**config.mk**
```make
export PLATFORM = sky130hd
export DESIGN_NAME = expo_seq_ctrl
export DESIGN_NICKNAME = d
export VERILOG_FILES = /design/src/rtl/expo_seq_pkg.sv /design/src/rtl/expo_trig_sync.sv /design/src/rtl/expo_seq_fsm.sv /design/src/rtl/expo_seq_dp.sv /design/src/rtl/expo_seq_ctrl.sv
export SDC_FILE = /design/constraint.sdc
export NUM_CORES = 1
export LEC_CHECK = 0
export BUFFER_PORTS_ARGS = -buffer_cell sky130_fd_sc_hd__clkbuf_2
export CORE_MARGIN = 5
export CORE_UTILIZATION = 57
export CTS_CLUSTER_SIZE = 12
export DETAILED_ROUTE_END_ITERATION = 10
export MAX_ROUTING_LAYER = met4
export PLACE_DENSITY_LB_ADDON = 0.3
export SLEW_MARGIN = 20
export SYNTH_ARGS = -nofsm -noshare
export SYNTH_HDL_FRONTEND = slang
export SYNTH_SLANG_ARGS = --single-unit
```
**constraint.sdc**
```tcl
create_clock -name clk -period 3.45 [get_ports clk]
set_input_delay 0.5175 -clock clk [delete_from_list [all_inputs] [get_ports clk]]
set_output_delay 0.5175 -clock clk [all_outputs]
set_load 0.03 [all_outputs]
```
**src/rtl/expo_seq_pkg.sv**
```systemverilog
`timescale 1ns/1ps
package expo_seq_pkg;

  typedef enum logic [1:0] {
    MODE_SEQ     = 2'd0,
    MODE_OVL     = 2'd1,
    MODE_TRIG    = 2'd2,
    MODE_SEQ_ALT = 2'd3
  } capMode_e;

  typedef enum logic [2:0] {
    ST_IDLE   = 3'd0,
    ST_CLEAR  = 3'd1,
    ST_EXPOSE = 3'd2,
    ST_HOLD   = 3'd3,
    ST_MOVE   = 3'd4,
    ST_DRAIN  = 3'd5
  } seqState_e;

  // strobes from control to datapath
  typedef struct packed {
    logic load;
    logic clear;
    logic expose;
    logic move;
    logic busy;
  } ctlStrobe_t;

endpackage

```
**src/rtl/expo_trig_sync.sv**
```systemverilog
`timescale 1ns/1ps
module expo_trig_sync #(
  parameter int SYNC_STAGES = 2
) (
  input  logic clk,
  input  logic rst_n,
  input  logic trigIn,
  output logic trigRise
);

  localparam int SH_W = SYNC_STAGES + 1;

  logic [SH_W-1:0] shReg;

  always_ff @(posedge clk or negedge rst_n) begin
    if (!rst_n) shReg <= '0;
    else        shReg <= {shReg[SH_W-2:0], trigIn};
  end

  assign trigRise = shReg[SYNC_STAGES-1] & ~shReg[SYNC_STAGES];

endmodule

```
**src/rtl/expo_seq_fsm.sv**
```systemverilog
`timescale 1ns/1ps
module expo_seq_fsm
  import expo_seq_pkg::*;
(
  input  logic       clk,
  input  logic       rst_n,
  input  logic [1:0] modeSel,
  input  logic       seqStart,
  input  logic       trigRise,
  input  logic       cfgOk,
  input  logic       expLast,
  input  logic       readFree,
  input  logic       lastFrame,
  input  logic       allFrames,
  input  logic       readDone,
  output ctlStrobe_t ctl
);

  seqState_e state, nextState;
  logic      ovlRun;
  logic      goCmd;

  assign goCmd = (modeSel == MODE_TRIG) ? trigRise : seqStart;

  always_comb begin
    nextState = state;
    unique case (state)
      ST_IDLE:   if (goCmd && cfgOk) nextState = ST_CLEAR;
      ST_CLEAR:  nextState = ST_EXPOSE;
      ST_EXPOSE: if (expLast) nextState = readFree ? ST_MOVE : ST_HOLD;
      ST_HOLD:   if (readFree) nextState = ST_MOVE;
      ST_MOVE:   nextState = (ovlRun && !lastFrame) ? ST_EXPOSE : ST_DRAIN;
      ST_DRAIN:  if (readDone) nextState = allFrames ? ST_IDLE : ST_CLEAR;
      default:   nextState = ST_IDLE;
    endcase
  end

  always_ff @(posedge clk or negedge rst_n) begin
    if (!rst_n) begin
      state  <= ST_IDLE;
      ovlRun <= 1'b0;
    end else begin
      state <= nextState;
      if (state == ST_IDLE && goCmd && cfgOk)
        ovlRun <= (modeSel == MODE_OVL);
    end
  end

  always_comb begin
    ctl.load   = (state == ST_IDLE) && goCmd && cfgOk;
    ctl.clear  = (state == ST_CLEAR);
    ctl.expose = (state == ST_EXPOSE);
    ctl.move   = (state == ST_MOVE);
    ctl.busy   = (state != ST_IDLE);
  end

endmodule

```
**src/rtl/expo_seq_dp.sv**
```systemverilog
`timescale 1ns/1ps
module expo_seq_dp
  import expo_seq_pkg::*;
#(
  parameter int EXP_W = 16,
  parameter int FRM_W = 8,
  parameter int CYC_W = 32
) (
  input  logic             clk,
  input  logic             rst_n,
  input  ctlStrobe_t       ctl,
  input  logic [EXP_W-1:0] expoCycles,
  input  logic [FRM_W-1:0] frameTotal,
  input  logic             readDone,
  output logic             expLast,
  output logic             readFree,
  output logic             lastFrame,
  output logic             allFrames,
  output logic             readStartStb,
  output logic [FRM_W-1:0] frameCount,
  output logic [CYC_W-1:0] cycleCount
);

  logic [EXP_W-1:0] expoReg;
  logic [EXP_W-1:0] expCnt;
  logic [FRM_W-1:0] framesReg;
  logic             pending;

  assign expLast   = ctl.expose && (expCnt == expoReg - EXP_W'(1));
  assign readFree  = !pending || readDone;
  assign lastFrame = (frameCount == framesReg - FRM_W'(1));
  assign allFrames = (frameCount == framesReg);

  always_ff @(posedge clk or negedge rst_n) begin
    if (!rst_n) begin
      expoReg      <= '0;
      framesReg    <= '0;
      expCnt       <= '0;
      frameCount   <= '0;
      cycleCount   <= '0;
      pending      <= 1'b0;
      readStartStb <= 1'b0;
    end else begin
      if (ctl.load) begin
        expoReg    <= expoCycles;
        framesReg  <= frameTotal;
        frameCount <= '0;
        cycleCount <= '0;
      end else begin
        if (ctl.busy) cycleCount <= cycleCount + CYC_W'(1);
        if (ctl.move) frameCount <= frameCount + FRM_W'(1);
      end
      expCnt       <= (ctl.expose && !expLast) ? expCnt + EXP_W'(1) : '0;
      readStartStb <= ctl.move;
      if (ctl.move)      pending <= 1'b1;
      else if (readDone) pending <= 1'b0;
    end
  end

endmodule

```
**src/rtl/expo_seq_ctrl.sv**
```systemverilog
`timescale 1ns/1ps
module expo_seq_ctrl
  import expo_seq_pkg::*;
#(
  parameter int EXP_W       = 16,
  parameter int FRM_W       = 8,
  parameter int CYC_W       = 32,
  parameter int SYNC_STAGES = 2
) (
  input  logic             clk,
  input  logic             rst_n,
  input  logic [1:0]       modeSel,
  input  logic [EXP_W-1:0] expoCycles,
  input  logic [FRM_W-1:0] frameTotal,
  input  logic             seqStart,
  input  logic             trigIn,
  input  logic             readDone,
  output logic             clearStb,
  output logic             integrate,
  output logic             transferStb,
  output logic             readStartStb,
  output logic             busy,
  output logic [FRM_W-1:0] frameCount,
  output logic [CYC_W-1:0] cycleCount
);

  ctlStrobe_t ctl;
  logic trigRise, cfgOk, expLast, readFree, lastFrame, allFrames;

  assign cfgOk = (|expoCycles) && (|frameTotal);

  expo_trig_sync #(.SYNC_STAGES(SYNC_STAGES)) sync_i (
    .clk(clk), .rst_n(rst_n), .trigIn(trigIn), .trigRise(trigRise)
  );

  expo_seq_fsm fsm_i (
    .clk(clk), .rst_n(rst_n), .modeSel(modeSel), .seqStart(seqStart),
    .trigRise(trigRise), .cfgOk(cfgOk), .expLast(expLast),
    .readFree(readFree), .lastFrame(lastFrame), .allFrames(allFrames),
    .readDone(readDone), .ctl(ctl)
  );

  expo_seq_dp #(.EXP_W(EXP_W), .FRM_W(FRM_W), .CYC_W(CYC_W)) dp_i (
    .clk(clk), .rst_n(rst_n), .ctl(ctl), .expoCycles(expoCycles),
    .frameTotal(frameTotal), .readDone(readDone), .expLast(expLast),
    .readFree(readFree), .lastFrame(lastFrame), .allFrames(allFrames),
    .readStartStb(readStartStb), .frameCount(frameCount),
    .cycleCount(cycleCount)
  );

  assign clearStb    = ctl.clear;
  assign integrate   = ctl.expose;
  assign transferStb = ctl.move;
  assign busy        = ctl.busy;

endmodule

```
# After elaboration in Yosys (flattened, before gate mapping)
# Cells that the tools add are included.
# totals
reg_bits,89
in_bits,31
out_inout_bits,45
# op_classes
n_reduce_logical,19
bitwise_logic,2
muxes,16
eq_ne,14
n_addsub,5
# op_table
cell,n
$mux W32,2
$add A32 B1 Y32 const B,1
$mux W3,6
$pmux W3 S6,1
$add A16 B1 Y16 const B,1
$eq A16 B16 Y1,1
$eq A8 B8 Y1,2
$mux W16,1
$mux W8,2
$reduce_or A16 Y1,1
$sub A16 B1 Y16 const B,1
$add A8 B1 Y8 const B,1
$reduce_or A8 Y1,1
$sub A8 B1 Y8 const B,1
$logic_and A1 B1 Y1,7
$eq A3 B2 Y1 const B,2
$eq A3 B3 Y1 const B,2
$ne A2 B1 Y1 const B,3
$reduce_bool A2 Y1,3
$mux W1,4
$reduce_and A4 Y1,1
$eq A3 B1 Y1 const B,1
$logic_not A1 Y1,3
$logic_not A3 Y1,1
7 further kinds,7

# Depth between registers and ports, before layout
# depth
word_depth,6
ltp_mapped,12
ltp_nobuf,9

# Modules after synthesis
# From an unflattened synthesis, not the netlist that was laid out.
# hier_totals
cells_unflattened,518
area_unflattened_um2,5067.4
# by_module_without_submodules
module,seq_area_each_um2,cells_each,area_each_um2,instances
expo_seq_dp,2052.0,465,4579.4,1
expo_seq_fsm,100.1,41,347.8,1
expo_trig_sync,75.1,4,88.8,1
expo_seq_ctrl,0.0,8,51.3,1

# Least setup slack after synthesis
# No wires, ideal clock.
# synth_path
path_type,flip-flop to flip-flop
from,register dp_i.expoReg[0]
to,register dp_i.expCnt[10]
synth_period_minus_slack_ps,2946
setup_time_ps,119
slack_ps,504
arrival_time_ps,2827
path_stages_with_launch,12
path_cell_list,dfrtp_1 > clkbuf_1 > inv_1 > ha_1 > or4b_2 > or4_1 > or3_1 > a32oi_1 > nand4_1 > o21ai_4 > buf_6 > nor2_1
# synth_between
elab_chain_len,6
# synth_lines
element,line,source
from (decl),expo_seq_dp.sv:24,logic [EXP_W-1:0] expoReg;
from (signal assigned),expo_seq_dp.sv:45,expoReg <= expoCycles;
$sub A16 B1 Y16,expo_seq_dp.sv:29,assign expLast = ctl.expose && (expCnt == expoReg - EXP_W'(1));
$eq A16 B16 Y1,expo_seq_dp.sv:29,
$logic_and A1 B1 Y1,expo_seq_dp.sv:29,
$logic_not A1 Y1,expo_seq_dp.sv:53,expCnt <= (ctl.expose && !expLast) ? expCnt + EXP_W'(1) : '0;
$logic_and A1 B1 Y1,expo_seq_dp.sv:53,
$mux W16,expo_seq_dp.sv:53,
to (signal assigned),expo_seq_dp.sv:53,
to (decl),expo_seq_dp.sv:25,logic [EXP_W-1:0] expCnt;
# Every way passes these cells.
# A chain may end at the register's enable or synchronous reset.

# Worst setup path in the final report
# layout_path
from,register dp_i.expoReg[0]
to,register dp_i.expCnt[7]
# The elaborated chain is that of the path after synthesis.

==> qor.txt <==
Crit-path cells: inv_1 > ha_1 > or4b_2 > or4_1 > or3_1 > a32oi_1 > nand4_1 > o21ai_4 > buf_4 > nor2_1
DR WL/cell: 16.3 um
Top Ports: 76
Hold Fails Final Rpt: 0
Main synth FF type: dfrtp_1
Peak supply drop: 0.174 mV
Post-synth net total: 547
PD cells: 310 nW/um2
P_int: 1.34 mW
Port buffer count: 75
Clk slew on worst S/H paths: 0.09 ns
FF+latch count, synth: 89
Vert. Die Dim: 103 um
Reg area: 2230 um2
Largest stage delay, worst path: 0.57 ns
CP top delay family: simple AND/OR/NAND/NOR gates
Register area share after synthesis: 45.6%
Fin nets: 621
Area of the multi-input gates: 2510 um2
Critical Path Slowest Stage Cell: or4b_2
Gate Count Post-Synth: 511
WP buf/inv: 2
Worst R2R Path Depth: 10
Worst slew pin tran: 0.815 ns
Post-CTS setup buffer count: 0
Total Routing Usage GR: 23.3%
Crit path max fanout: 12
DRC: 0
Area Overhead vs Synth: 13.6%
Synth cell types: 53
Global-route wire length before repair: 18,800 um
Outcome: complete, no violations
Max-slew violations: 0
DIE WIDTH: 103 um
Fraction of final layout cells sized beyond drive strength 1: 22.1%
TritonRoute pass-1 iters: 4
DR vias/cell: 5.97
Clock share of power: 36.1%
Async set-reset flop share out of synthesis: 100%
Htree depth: 3
Worst R2R Start: dp_i.expoReg[0]$_DFFE_PN0P_
Grt ovf: 0
Max Freq: 305 MHz
Final TNS setup: 0 ns
Post-route ant nets: 0
Cell Area, Synth: 4880 um2
GR Layer Usage met1: 32.1%
Resized Gates After CTS: 0
HPWL Detailed: 8540 um
Worst path required time: 3.68 ns
Worst r2r dst: dp_i.expCnt[7]$_DFF_PN0_
Reg power frac: 60.7%
Bufs on Longest Clock Path: 2
DRT iter0 DRCs: 228
RSZ-0062 raised after global routing: no
Avg Cell Area, Syn: 9.56 um2
Final wirelength: 11,300 um
Most Crowded Layer GR: met2
Hold-fix buffers, CTS: 0
Final setup viols: 0
Sw frac: 22.4%
Clock Sink Count: 89
Crit end category: register
Max cap viols: 0
Met2 GRT Util: 36.0%
Comb pwr share: 3.2%
Net Sw Power: 0.385 mW
Clk Latency, worst-skew pair: 0.35 ns
R2R setup slack: 0.18 ns
Leakage power total: 2.63 nW
Worst Clk Skew: 0.0102 ns
HP Class: in2async
PnR worst setup slack: 0.176 ns
Core area: 8300 um2
Die ar.: 10,500 um2
Pre-CTS WS: 0.228 ns
Worst Path Arrival: 3.51 ns
Yosys Warn Count: 0
Post-synth EDFFs: 0
FP Rows: 33
Vias: 4,142
Largest net degree at the start of global routing: 66
Fill count: 686
Initial Util: 58.9%
Routability cong.: 0.893
Setup Crit Path Kind: reg2reg
Critical Path Start Type: register
CTS tree: yes
Met3 track demand over resource: 4.33%
Tcrit/Tclk final: 94.9%
Initial antenna violation count: 0
Ant. Diodes: 0
CTS buffer count: 9
Max_slew headroom: 45.7%
Clock period minus worst slack: 3.27 ns
Vias in the first global route: 3,935
Root buffer cell: clkbuf_8
routing by layer:
metal | up-vias | share of wire, %
met5 | - | 0
met3 | 8 | 6.9
li1 | 1988 | -
met4 | 0 | 0.78
met1 | 2018 | 45
met2 | 128 | 47
kinds of logic after synthesis:
family	Yosys count	share of synthesized area [%]
AND/OR/NAND/NOR	217	23.1
flip-flops	89	45.6
AO/OA/AOI/OAI	80	10.3
XOR/XNOR	50	8.97
buffers and inverters	35	3.02
multiplexers	35	7.79
adder cells (fa/ha/maj)	5	1.28
metrics by stage:
stage	utilization (%)	hold WS [ns]	total power [mW]	cell area, um2	instances
after floorplan	-	0.222	1.07	4880	511
after global placement	64.9	0.355	1.12	5390	679
after detailed placement	64.9	0.360	1.12	5390	679
after CTS	66.8	0.274	1.74	5550	694
after global routing	66.8	0.278	1.79	5550	694
final	66.8	0.227	1.72	5550	694
worst register-to-register path, stage by stage (launching register included):
cell and delay [ns]:
dfrtp_1 0.48, inv_1 0.09, ha_1 0.16, or4b_2 0.57, or4_1 0.43, or3_1 0.33, a32oi_1 0.25, nand4_1 0.18
o21ai_4 0.38, buf_4 0.23, nor2_1 0.07
cell usage after synthesis, types with 9 or more instances:
cell	count	area share, %
nand3_1	43	4.4
nand4_1	19	2.4
dfrtp_1	89	46
mux2_2	24	5.5
a21oi_1	16	1.6
nor3_1	9	0.92
nor2_1	45	3.5
o21ai_0	31	3.2
and3_1	9	1.2
mux2i_1	11	2.3
inv_1	11	0.85
nor4_1	12	1.5
nand2_1	40	3.1
nand2b_1	11	1.4
xor2_1	28	5.0
xnor2_1	22	3.9
clkbuf_1	18	1.4
final cells by class:
type	count	share of cell area (%)
Clock buffer	11	2.55
Tap cell	105	2.37
Timing Repair Buffer	85	8.39
Clock inverter	4	0.361
Inverter	13	0.880
Sequential cell	89	40.2
Multi-Input combinational cell	387	45.3
registers in the layout (all words and copies together) (netlist names):
name               cells
dp_i.cycleCount       32
dp_i.expCnt           16
dp_i.expoReg          16
dp_i.frameCount        8
dp_i.framesReg         8
fsm_i.state            3
sync_i.shReg           3
dp_i.pending           1
dp_i.readStartStb      1
fsm_i.ovlRun           1
layout by cell type, fill, tap and decap left out, types with 9 or more instances in the layout:
cell,instances
nand3_1,43
nor3_1,9
xor2_1,28
xnor2_1,22
nor2_1,45
buf_4,10
inv_1,11
o21ai_0,31
mux2i_1,11
and3_1,9
nand2_1,39
nand2b_1,11
clkbuf_2,74
nand4_1,19
mux2_2,24
dfrtp_1,89
a21oi_1,16
clkbuf_8,10
nor4_1,12
worst max-delay path by stage:
stage	startpoint	to	slack (ns)	depth (start not counted)
after global placement	dp_i.expoReg[0]$_DFFE_PN0P_	dp_i.expCnt[15]$_DFF_PN0_	0.34	10
final	dp_i.expoReg[0]$_DFFE_PN0P_	dp_i.expCnt[7]$_DFF_PN0_	0.18	10
after detailed placement	dp_i.expoReg[0]$_DFFE_PN0P_	dp_i.expCnt[7]$_DFF_PN0_	0.23	10
after floorplan	dp_i.expoReg[0]$_DFFE_PN0P_	dp_i.expCnt[10]$_DFF_PN0_	0.50	11
after global routing	dp_i.expoReg[0]$_DFFE_PN0P_	dp_i.expCnt[15]$_DFF_PN0_	0.04	10
after CTS	dp_i.expoReg[0]$_DFFE_PN0P_	dp_i.expCnt[7]$_DFF_PN0_	0.19	10
power groups by stage:
stage / Sequential, mW / Clock, mW / Combinational [mW]
2_1_floorplan: 1.07 / 0 / 0.00606
3_3_place_gp: 1.07 / 0 / 0.0556
3_5_place_dp: 1.07 / 0 / 0.0562
4_1_cts: 1.04 / 0.642 / 0.0564
5_1_grt: 1.04 / 0.678 / 0.0629
6_report: 1.04 / 0.622 / 0.0544
Note: power is estimated with default switching activity, not from simulation.
